===== config.mk =====
export PLATFORM = sky130hd
export DESIGN_NAME = tic_timer_irq
export DESIGN_NICKNAME = d
export VERILOG_FILES = /design/src/rtl/tic_pkg.sv /design/src/rtl/tic_bus.sv /design/src/rtl/tic_timer.sv /design/src/rtl/tic_irq.sv /design/src/rtl/tic_timer_irq.sv
export SDC_FILE = /design/constraint.sdc
export NUM_CORES = 1
export LEC_CHECK = 0
export BUFFER_PORTS_ARGS = -buffer_cell sky130_fd_sc_hd__buf_2
export CAP_MARGIN = 20
export CORE_MARGIN = 1
export CORE_UTILIZATION = 40
export CTS_CLUSTER_DIAMETER = 60
export CTS_CLUSTER_SIZE = 16
export DETAILED_ROUTE_END_ITERATION = 10
export HOLD_SLACK_MARGIN = 0.08
export MAX_ROUTING_LAYER = met4
export PLACE_DENSITY_LB_ADDON = 0.2
export SYNTH_ARGS = -nofsm -noshare
export SYNTH_HDL_FRONTEND = slang
export SYNTH_SLANG_ARGS = --single-unit

===== constraint.sdc =====
create_clock -name clk -period 2.1 [get_ports clk]
set_input_delay 0.42 -clock clk [delete_from_list [all_inputs] [get_ports clk]]
set_output_delay 0.42 -clock clk [all_outputs]
set_load 0.02 [all_outputs]

===== src/rtl/tic_pkg.sv =====
package tic_pkg;
    localparam int DATA_W = 8;
    localparam int ADDR_W = 2;

    typedef enum logic [ADDR_W-1:0] {
        REG_CNT_LO = 2'd0,
        REG_CNT_HI = 2'd1,
        REG_ICR    = 2'd2,
        REG_CTRL   = 2'd3
    } reg_sel_e;

    typedef enum logic {
        TMR_STOPPED = 1'b0,
        TMR_RUNNING = 1'b1
    } tmr_state_e;

    localparam int CTRL_RUN_BIT     = 0;
    localparam int CTRL_ONESHOT_BIT = 3;
    localparam int CTRL_LOAD_BIT    = 4;
    localparam int ICR_SETCLR_BIT   = 7;
    localparam int ICR_PEND_BIT     = 7;
endpackage


===== src/rtl/tic_bus.sv =====
module tic_bus
    import tic_pkg::*;
#(
    parameter int CNT_W = 16,
    parameter int N_SRC = 2
) (
    input  logic                 rd_en,
    input  logic                 wr_en,
    input  logic [ADDR_W-1:0]    addr,
    input  logic [CNT_W-1:0]     count,
    input  logic                 running,
    input  logic                 oneshot,
    input  logic [N_SRC-1:0]     flags,
    input  logic                 pending,
    output logic                 wr_lat_lo,
    output logic                 wr_lat_hi,
    output logic                 wr_mask,
    output logic                 wr_ctrl,
    output logic                 rd_clr,
    output logic [DATA_W-1:0]    rdata
);
    localparam int HI_W  = CNT_W - DATA_W;
    localparam int PAD_W = DATA_W - 1 - N_SRC;

    reg_sel_e sel;

    always_comb begin
        sel       = reg_sel_e'(addr);
        wr_lat_lo = wr_en && (sel == REG_CNT_LO);
        wr_lat_hi = wr_en && (sel == REG_CNT_HI);
        wr_mask   = wr_en && (sel == REG_ICR);
        wr_ctrl   = wr_en && (sel == REG_CTRL);
        rd_clr    = rd_en && (sel == REG_ICR);
    end

    always_comb begin
        rdata = '0;
        unique case (sel)
            REG_CNT_LO: rdata = count[DATA_W-1:0];
            REG_CNT_HI: rdata[HI_W-1:0] = count[CNT_W-1:DATA_W];
            REG_ICR:    rdata = {pending, {PAD_W{1'b0}}, flags};
            REG_CTRL: begin
                rdata[CTRL_RUN_BIT]     = running;
                rdata[CTRL_ONESHOT_BIT] = oneshot;
            end
            default:    rdata = '0;
        endcase
    end
endmodule


===== src/rtl/tic_timer.sv =====
module tic_timer
    import tic_pkg::*;
#(
    parameter int CNT_W = 16
) (
    input  logic              clk,
    input  logic              rst_n,
    input  logic              wr_lat_lo,
    input  logic              wr_lat_hi,
    input  logic              wr_ctrl,
    input  logic [DATA_W-1:0] wdata,
    output logic [CNT_W-1:0]  count,
    output logic [CNT_W-1:0]  latch,
    output logic              running,
    output logic              oneshot,
    output logic              underflow
);
    localparam int HI_W = CNT_W - DATA_W;

    tmr_state_e       state_q, state_d;
    logic [CNT_W-1:0] count_q;
    logic [CNT_W-1:0] latch_q;
    logic             oneshot_q;
    logic             force_ld;

    assign force_ld  = wr_ctrl && wdata[CTRL_LOAD_BIT];
    assign running   = (state_q == TMR_RUNNING);
    assign underflow = running && (count_q == '0);

    // state register
    always_ff @(posedge clk) begin
        if (!rst_n) state_q <= TMR_STOPPED;
        else        state_q <= state_d;
    end

    // transitions: start, halt, keep, one-shot expiry
    always_comb begin
        state_d = state_q;
        unique case (state_q)
            TMR_STOPPED: begin
                if (wr_ctrl && wdata[CTRL_RUN_BIT]) state_d = TMR_RUNNING;
            end
            TMR_RUNNING: begin
                if (wr_ctrl)
                    state_d = wdata[CTRL_RUN_BIT] ? TMR_RUNNING : TMR_STOPPED;
                else if (underflow && oneshot_q)
                    state_d = TMR_STOPPED;
            end
            default: state_d = TMR_STOPPED;
        endcase
    end

    // outputs of the machine: count and mode
    always_ff @(posedge clk) begin
        if (!rst_n) begin
            count_q   <= '1;
            oneshot_q <= 1'b0;
        end else begin
            if (force_ld)
                count_q <= latch_q;
            else if (underflow)
                count_q <= latch_q;
            else if (state_q == TMR_RUNNING)
                count_q <= count_q - 1'b1;
            if (wr_ctrl)
                oneshot_q <= wdata[CTRL_ONESHOT_BIT];
        end
    end

    always_ff @(posedge clk) begin
        if (!rst_n) begin
            latch_q <= '1;
        end else begin
            if (wr_lat_lo) latch_q[DATA_W-1:0]     <= wdata;
            if (wr_lat_hi) latch_q[CNT_W-1:DATA_W] <= wdata[HI_W-1:0];
        end
    end

    assign count   = count_q;
    assign latch   = latch_q;
    assign oneshot = oneshot_q;
endmodule


===== src/rtl/tic_irq.sv =====
module tic_irq #(
    parameter int N_SRC = 2
) (
    input  logic             clk,
    input  logic             rst_n,
    input  logic             wr_mask,
    input  logic             mask_set,
    input  logic [N_SRC-1:0] mask_sel,
    input  logic             rd_clr,
    input  logic [N_SRC-1:0] src_event,
    output logic [N_SRC-1:0] flags,
    output logic [N_SRC-1:0] mask,
    output logic             pending,
    output logic             irq_n
);
    logic [N_SRC-1:0] flags_q;
    logic [N_SRC-1:0] mask_q;

    // a new event wins over a clearing read in the same cycle
    always_ff @(posedge clk) begin
        if (!rst_n)      flags_q <= '0;
        else if (rd_clr) flags_q <= src_event;
        else             flags_q <= flags_q | src_event;
    end

    for (genvar i = 0; i < N_SRC; i++) begin : g_mask
        always_ff @(posedge clk) begin
            if (!rst_n)
                mask_q[i] <= 1'b0;
            else if (wr_mask && mask_sel[i])
                mask_q[i] <= mask_set;
        end
    end

    assign flags   = flags_q;
    assign mask    = mask_q;
    assign pending = |(flags_q & mask_q);
    assign irq_n   = ~pending;
endmodule


===== src/rtl/tic_timer_irq.sv =====
module tic_timer_irq
    import tic_pkg::*;
#(
    parameter int CNT_W = 16,
    parameter int N_SRC = 2
) (
    input  logic              clk,
    input  logic              rst_n,
    input  logic              rd_en,
    input  logic              wr_en,
    input  logic [1:0]        addr,
    input  logic [7:0]        wdata,
    output logic [7:0]        rdata,
    output logic              irq_n
);
    logic             wr_lat_lo, wr_lat_hi, wr_mask, wr_ctrl, rd_clr;
    logic [CNT_W-1:0] count_w, latch_w;
    logic             running_w, oneshot_w, underflow_w;
    logic [N_SRC-1:0] flags_w, mask_w, src_event;
    logic             pending_w;

    if (N_SRC > 1) begin : g_src_pad
        assign src_event = {{(N_SRC-1){1'b0}}, underflow_w};
    end else begin : g_src_one
        assign src_event = underflow_w;
    end

    tic_bus #(.CNT_W(CNT_W), .N_SRC(N_SRC)) bus_i (
        .rd_en     (rd_en),
        .wr_en     (wr_en),
        .addr      (addr),
        .count     (count_w),
        .running   (running_w),
        .oneshot   (oneshot_w),
        .flags     (flags_w),
        .pending   (pending_w),
        .wr_lat_lo (wr_lat_lo),
        .wr_lat_hi (wr_lat_hi),
        .wr_mask   (wr_mask),
        .wr_ctrl   (wr_ctrl),
        .rd_clr    (rd_clr),
        .rdata     (rdata)
    );

    tic_timer #(.CNT_W(CNT_W)) timer_i (
        .clk       (clk),
        .rst_n     (rst_n),
        .wr_lat_lo (wr_lat_lo),
        .wr_lat_hi (wr_lat_hi),
        .wr_ctrl   (wr_ctrl),
        .wdata     (wdata),
        .count     (count_w),
        .latch     (latch_w),
        .running   (running_w),
        .oneshot   (oneshot_w),
        .underflow (underflow_w)
    );

    tic_irq #(.N_SRC(N_SRC)) irq_i (
        .clk       (clk),
        .rst_n     (rst_n),
        .wr_mask   (wr_mask),
        .mask_set  (wdata[ICR_SETCLR_BIT]),
        .mask_sel  (wdata[N_SRC-1:0]),
        .rd_clr    (rd_clr),
        .src_event (src_event),
        .flags     (flags_w),
        .mask      (mask_w),
        .pending   (pending_w),
        .irq_n     (irq_n)
    );
endmodule


**After elaboration in Yosys (flattened, before gate mapping)**

Cells that the tools add are included.
W data, S select, Z words.

- Add/subtract/negate cells: 1
- Div/mod/pow operators: 0
- Bitwise logic cells: 5
- Order comparisons: 0
- Shift operators: 0
- Mux-type cells: 13
- Reductions and logical operators: 16
- Multiply operators: 0
- Eq/ne operators: 3

Operators with widths:

| operator | count |
|---|---|
| $mux W16 | 3 |
| $logic_not A16 Y1 | 1 |
| $sub A16 B1 Y16 const B | 1 |
| $pmux W4 S3 | 1 |
| $logic_and A1 B1 Y1 | 11 |
| $pmux W1 S4 | 2 |
| $pmux W2 S3 | 1 |
| $mux W1 | 5 |
| $eq A2 B2 Y1 const B | 2 |
| $reduce_or A2 Y1 | 2 |
| $not A1 Y1 | 3 |
| $reduce_bool A3 Y1 | 1 |
| $and A2 B2 Y2 | 1 |
| $eq A2 B1 Y1 const B | 1 |
| $logic_not A2 Y1 | 1 |
| $or A2 B1 Y2 | 1 |
| $pmux W1 S2 | 1 |

- Bits in writable memories: 0
- Memories: 0
- Output and inout port bits: 9
- Bits in registers: 38
- Input port bits: 14
- Word-level logic and storage cells: 47
- Memory bits (read-only): 0
- Latch bits: 0

**Longest topological paths before layout**

Gate-level depths: netlist of run 1.

- Depth after elaboration: 6
- Gate-level depth with buffers: 9
- Depth with buffers taken out: 7

**Cells and area by module**

Synthesis of run 1 repeated with hierarchy kept, for this count alone.

- Cell total of the unflattened synthesis: 239
- Area total of the unflattened synthesis: 2123.3 µm²

By module, submodules not included:

| module | area an instance (µm²) | times used | seq. area each (µm²) | cells each |
|---|---|---|---|---|
| tic_timer | 1764.2 | 1 | 680.7 | 197 |
| tic_bus | 197.7 | 1 | 0.0 | 24 |
| tic_irq | 157.7 | 1 | 80.1 | 17 |
| tic_timer_irq | 3.8 | 1 | 0.0 | 1 |

**Worst setup path after synthesis of run 1**

Ideal clock, no wire load.

- Kind: register to register
- Start: reg timer_i.count_q[4] (netlist: timer_i.count[4])
- End: reg timer_i.count_q[14] (netlist: timer_i.count[14])
- Library setup time: 134 ps
- Arrival time: 2068 ps
- Period minus slack after synthesis: 2202 ps
- Required time: 1966 ps
- Buffers on the path: 2
- Cell stages (with the launch flop): 8
- Path slack: -102 ps
- Path through: dfxtp_1 -> or4_4 -> or4b_4 -> buf_6 -> o21a_1 -> buf_6 -> nor3_1 -> o21ai_1

- Word-level cells in the longest chain between the ends: 4
- Elaborated cells between the ends (all ways): 7
- Those cells by class: 1 x add/sub; 3 x mux; 3 x reduce/logical

RTL lines:

| item | RTL line | text |
|---|---|---|
| from (decl) | tic_timer.sv:21 | `logic [CNT_W-1:0] count_q;` |
| from (signal assigned) | tic_timer.sv:60 | `count_q <= latch_q;` |
| from (signal assigned) | tic_timer.sv:62 | `count_q <= latch_q;` |
| from (signal assigned) | tic_timer.sv:64 | `count_q <= count_q - 1'b1;` |
| $sub A16 B1 Y16 or $logic_not A16 Y1 (tied branches) | tic_timer.sv:64, tic_timer.sv:28 |  |
| $mux W16 or $logic_and A1 B1 Y1 (tied branches) | tic_timer.sv:63, tic_timer.sv:28 |  |
| $mux W16 | tic_timer.sv:61 | `else if (underflow)` |
| $mux W16 | tic_timer.sv:59 | `if (force_ld)` |

Parallel ways exist; a longest one is shown, timed or not. The select of a mux whose other input is x is not followed.
A chain may end at the register's enable or synchronous reset.

**Worst setup path after layout of run 1**

- Start: reg timer_i.count_q[4] (netlist: timer_i.count[4])
- End: reg timer_i.count_q[15] (netlist: timer_i.count[15])

The elaborated chain is that of the path after synthesis.

==> results of run 1 <==
[kinds of logic after synthesis]
kind of cell	count (synthesis)
compound gates	38
xor+xnor	4
buf+inv	22
mux	12
simple gates	130
flops	36
fa+ha+maj	1
[synth_stat cells, types with 3 or more instances]
| cell type | number | area, um^2 |
|---|---|---|
| nand3_1 | 21 | 105 |
| o22ai_1 | 6 | 37.5 |
| o21ai_0 | 7 | 35.0 |
| mux2i_1 | 9 | 90.1 |
| a21oi_1 | 5 | 25.0 |
| inv_1 | 5 | 18.8 |
| clkbuf_1 | 13 | 48.8 |
| nor3_1 | 7 | 35.0 |
| nor2b_1 | 3 | 18.8 |
| nor4_1 | 4 | 25.0 |
| dfxtp_1 | 36 | 721 |
| nand2_1 | 57 | 214 |
| a31oi_1 | 3 | 18.8 |
| nand4_1 | 5 | 31.3 |
| o2111ai_1 | 3 | 26.3 |
| nor2_1 | 14 | 52.6 |
[stage by stage]
step           worst slack (ns)  std cells  power, mW  utilization [%]  hold slack [ns]
4_1_cts               0.0000995        341       1.55             53.2            0.345
6_report                 0.0116        341       1.55             54.5            0.346
3_5_place_dp            -0.0361        333      0.932             50.5            0.461
2_1_floorplan           -0.0670        243      0.856                -            0.440
5_1_grt                 -0.0494        341       1.61             54.5            0.376
3_3_place_gp           -0.00220        333      0.927             50.5            0.454
[flip-flops by register name, summed over array words and instances, names as in the netlist]
register and flops:
irq_i.flags 1, irq_i.mask 1, timer_i.count 16, timer_i.latch 16, timer_i.oneshot 1, timer_i.running 1
[power groups by stage]
stage | Clock, mW | Combinational (mW) | Sequential, mW
2_1_floorplan | 0 | 0.119 | 0.738
3_3_place_gp | 0 | 0.185 | 0.742
3_5_place_dp | 0 | 0.189 | 0.743
4_1_cts | 0.631 | 0.192 | 0.727
5_1_grt | 0.656 | 0.221 | 0.731
6_report | 0.621 | 0.200 | 0.728
[what timing repair did]
action | 4_1_cts | 5_1_grt
endpoints found under the setup margin | 7 | 12
pin swaps | 0 | 2
gates resized for setup | 3 | 12
[worst min-delay path, delay by kind of cell]
kind / cells / cell delay, ns
buffers and inverters: 1 / 0.09
and+or+nand+nor: 2 / 0.11
[per-layer routing]
metal | global-route usage (%) | vias to the layer above | share of wire, %
li1 | - | 959 | -
met2 | 39.2 | 54 | 45
met1 | 34.5 | 923 | 47
met5 | - | - | 0
met3 | 4.13 | 16 | 5.1
met4 | 11.6 | 0 | 3.0
[final cells by class]
class	instances	area (um^2)
inverters	5	18.8
fillers	435	2030
flip-flops and latches	36	722
multi-input cells	185	1160
well taps	52	65.1
clock buffers	5	68.8
clock inverters	3	42.5
repair buffers	55	365
[how the worst max path moves through the flow]
stage / start / endpoint / slack [ns]
after floorplan: timer_i.count[4] / timer_i.count[2] / -0.07
after global placement: timer_i.count[4] / timer_i.count[2] / -0.002
after detailed placement: timer_i.count[4] / timer_i.count[13] / -0.04
after CTS: timer_i.count[4] / timer_i.count[14] / 0.0001
after global routing: timer_i.count[4] / timer_i.count[3] / -0.05
final: timer_i.count[4] / timer_i.count[15] / 0.01
==> metrics.yaml, run 1 <==
die_h_um: 71.2
final-max-slew-violation-count: 0
path_buf_inv: 0
dpl_cell_area_um2: 2260
nets: 303
worst_path_max_delay_cell: "or4_4"
synth_top_family_by_area: "simple AND/OR/NAND/NOR gates"
p_int_mw: 1.14
dieArea_um2: 5070
start_util_pct: 42.8
clk_pin_slew_ns: 0.07
pin_count: 23
core-area_um2: 4470
drv_cap: 0
critical_path_class: "reg -> reg"
hold_buffers: 0
yosysWarningCount: 0
globalRouteOverflowTotal: 0
crit_path_start_kind: "flip-flop"
critPathCaptureType: "flip-flop"
worst_slew_pin_slew_ns: 0.924
min_from: "wdata[6]"
dr.pass1.iters: 7
cts-root-buf: "clkbuf_8"
r2r_end: "timer_i.count[15]"
hp-class: "in -> reg"
fp-row-count: 24
pwr-share-seq_pct: 47.0
fin_area_um2: 2440
grt_pass1_wl_um: 9690
synthAdderAreaFrac_pct: 0.654
gp_congestion: 0.929
combPwrFrac_pct: 12.9
setup_tns_ns: 0
clock_latency_ns: 0.30
grt_use_total_pct: 26.0
relSlewSlack_pct: 38.3
vias: 1952
crit_arrival_ns: 2.31
wl_um: 5730
reg2reg_depth: 5
yosysSeqAreaShare_pct: 37.6
power_switching_uw: 408
cp_cell_sequence: "or4_4 -> or4b_4 -> o21a_4 -> and3_4 -> o31ai_4"
synthMuxAreaShare_pct: 7.06
synth_ff_type: "dfxtp_1"
ant_nets: 0
synth_area_um2: 1910
drc: 1
crit_required_ns: 2.32
synth-compound-area-share_pct: 13.8
via_per_inst: 5.72
failed_checks: "DRC"
tritoncts: "yes"
grt_start_max_net_pins: 21
synthSimpleGateAreaFrac_pct: 33.7
p_leak_nw: 1.06
yosys.area_share.xor_xnor_pct: 1.83
max_stage_delay_ns: 0.53
hold_violations: 0
clock_power_share_pct: 40.1
fmax_mhz: 479
hpwl_um: 4180
min_period_ns: 2.09
antenna_cells: 0
syn_area_per_cell_um2: 7.88
cts_made_buffers: 5
io_buffers: 22
fin_crit_sh_pct: 99.4
netSwitchingFraction_pct: 26.4
status: "finished, violations left"
wl_per_cell_um: 16.8
synth.distinct_cells: 52
syn_to_final_growth_pct: 27.5
peakVddDrop_mv: 0.452
path_depth: 5
drtIter0Drc: 182
drive_above_1_share_pct: 29.4
grt_pass1_vias: 1975
antenna_found_initial: 0
hold_path_depth: 3
synth_edf_count: 0
rsz0062_at_grt: "true"
setup_viol: 0
regToRegSetupSlack_ns: 0.01
clockBufferDepth: 2
synth-async-reset-ratio_pct: 0
reg2reg_from: "timer_i.count[4]"
synthCells: 243
whs_endpoint: "timer_i.latch[6]"
htree_levels: 2
cpLargestDelayFamily: "simple AND/OR/NAND/NOR gates"
layout_commonest_cell: "nand2_1"
power_density_nw_per_um2: 635
synthesis.nets: 258
clock_skew_ns: 0.00223
clock-sinks: 36
layout_common_cells: "nand2_1, dfxtp_1, buf_4"
path_max_fanout: 6
dieWidth_um: 71.2
ys_ff_latch: 36
cts_setup_buffers: 0
Power figures use the tool's default switching activity.
==> inputs of run 2 (changes only) <==
Settings changed: CAP_MARGIN 20 to 0.
Clock period 2.1 ns to 2.6 ns, I/O delays scaled along.
==> run 2 against run 1 <==
  * The flow now finishes without violations
  * Critical endpoint is now timer_i.count[1]
  * Largest cell class unchanged
  * Critical path depth unchanged
  * Sequential share of layout area grew 3.5 points
  * Die area unchanged
  * Worst hold slack improved by 0.11 ns
  * Register-to-register slack improved by 0.20 ns
  * Critical path type unchanged
  * Final area decreased by 11%
  * Worst setup slack better by 0.20 ns
  * Non-clock buffer count down 23
  * Routed wire length fell by 6.1%
  * Flip-flop and latch count stayed put
==> metrics.yaml, run 2 (synthesized netlist as in run 1, its figures left out) <==
dpl_cell_area_um2: 2080
peakVddDrop_mv: 0.378
drv_cap: 0
setup_ws_ns: 0.212
final_util_pct: 48.7
fmax_mhz: 419
ant_nets: 0
clockBufferDepth: 2
fp-row-count: 24
dieWidth_um: 71.2
pin_count: 23
drtIter0Drc: 217
antenna_cells: 0
clk_pin_slew_ns: 0.07
crit_required_ns: 2.80
core-area_um2: 4470
hpwl_um: 3840
crit_arrival_ns: 2.59
fin_cells: 318
min_period_ns: 2.39
via_per_inst: 5.77
fin_area_um2: 2180
tritoncts: "yes"
die_h_um: 71.2
hp-class: "in -> reg"
relSlewSlack_pct: 70.9
dieArea_um2: 5070
clock-sinks: 36
rsz0062_at_grt: "false"
clock_skew_ns: 0.00608
clock_latency_ns: 0.29
holdWs_ns: 0.455
worst_slew_pin_slew_ns: 0.436
hold_buffers: 0
wl_per_cell_um: 16.9
grt_use_total_pct: 23.6
cts_made_buffers: 5
cts-root-buf: "clkbuf_8"
layout_common_cells: "nand2_1, dfxtp_1, buf_2"
post_cts_resized: 0
io_buffers: 22
setup_viol: 0
dp_cells: 310
crit_path_start_kind: "flip-flop"
syn_to_final_growth_pct: 13.9
fin_crit_sh_pct: 91.9
preCtsSetupSlack_ns: 0.240
path_max_fanout: 12
globalRouteOverflowTotal: 0
final-max-slew-violation-count: 0
gp_congestion: 0.911
htree_levels: 2
hold_violations: 0
p_total_mw: 1.15
cts_setup_buffers: 0
p_leak_nw: 0.935
antenna_found_initial: 0
status: "finished clean"
vias: 1835
wl_um: 5380
power_density_nw_per_um2: 526
start_util_pct: 42.8
dr.pass1.iters: 6
grt_pass1_wl_um: 8750
grt_start_max_net_pins: 33
critPathCaptureType: "flip-flop"
grt_pass1_vias: 1638
drive_above_1_share_pct: 18.8
layout_commonest_cell: "nand2_1"
nets: 280
drc: 0
setup_tns_ns: 0
critical_path_class: "reg -> reg"
==> run 2: cell count changes in the layout (fill, tap and decap cells not counted), moves of 2 or more <==
cell     before  now
buf_4        31   10
nor3_2        2    0
o22ai_2       3    0
buf_6         2    0
o22ai_1       3    6
nor3_1        5    7
==> run 2: cell type report <==
| cell class | instances | area, um^2 |
|---|---|---|
| clock inverter | 2 | 15.0 |
| timing repair buffer | 32 | 185 |
| multi-input combinational | 185 | 1090 |
| clock buffer | 6 | 82.6 |
| fill | 439 | 2290 |
| sequential | 36 | 721 |
| inverter | 5 | 18.8 |
| tap | 52 | 65.1 |
==> run 2: power by group <==
part | internal [mW] | switching, mW
combinational | 0.0548 | 0.0860
sequential | 0.571 | 0.0204
clock | 0.214 | 0.201
total | 0.840 | 0.307
==> run 2: path summary, 6_finish.rpt <==
path	depth (start not counted)	end	slack, ns	startpoint
min reg2reg	2	timer_i.latch[3]	0.48	timer_i.latch[3]
min	3	timer_i.latch[1]	0.45	wdata[1]
max reg2reg	5	timer_i.count[1]	0.21	timer_i.count[4]
max	5	timer_i.count[1]	0.21	timer_i.count[4]
==> run 2: critical path, cell delays in order (launching register included) <==
cell and delay [ns]:
dfxtp_1 0.37, or4_4 0.57, or4b_4 0.58, o21a_1 0.35
and2_1 0.24, o311ai_2 0.19
==> run 2: metal layers <==
| layer | track usage [%] | part of all wire, % |
|---|---|---|
| met5 | - | 0 |
| met4 | 9.11 | 1.7 |
| met3 | 3.99 | 5.5 |
| met2 | 33.1 | 44 |
| met1 | 33.5 | 49 |
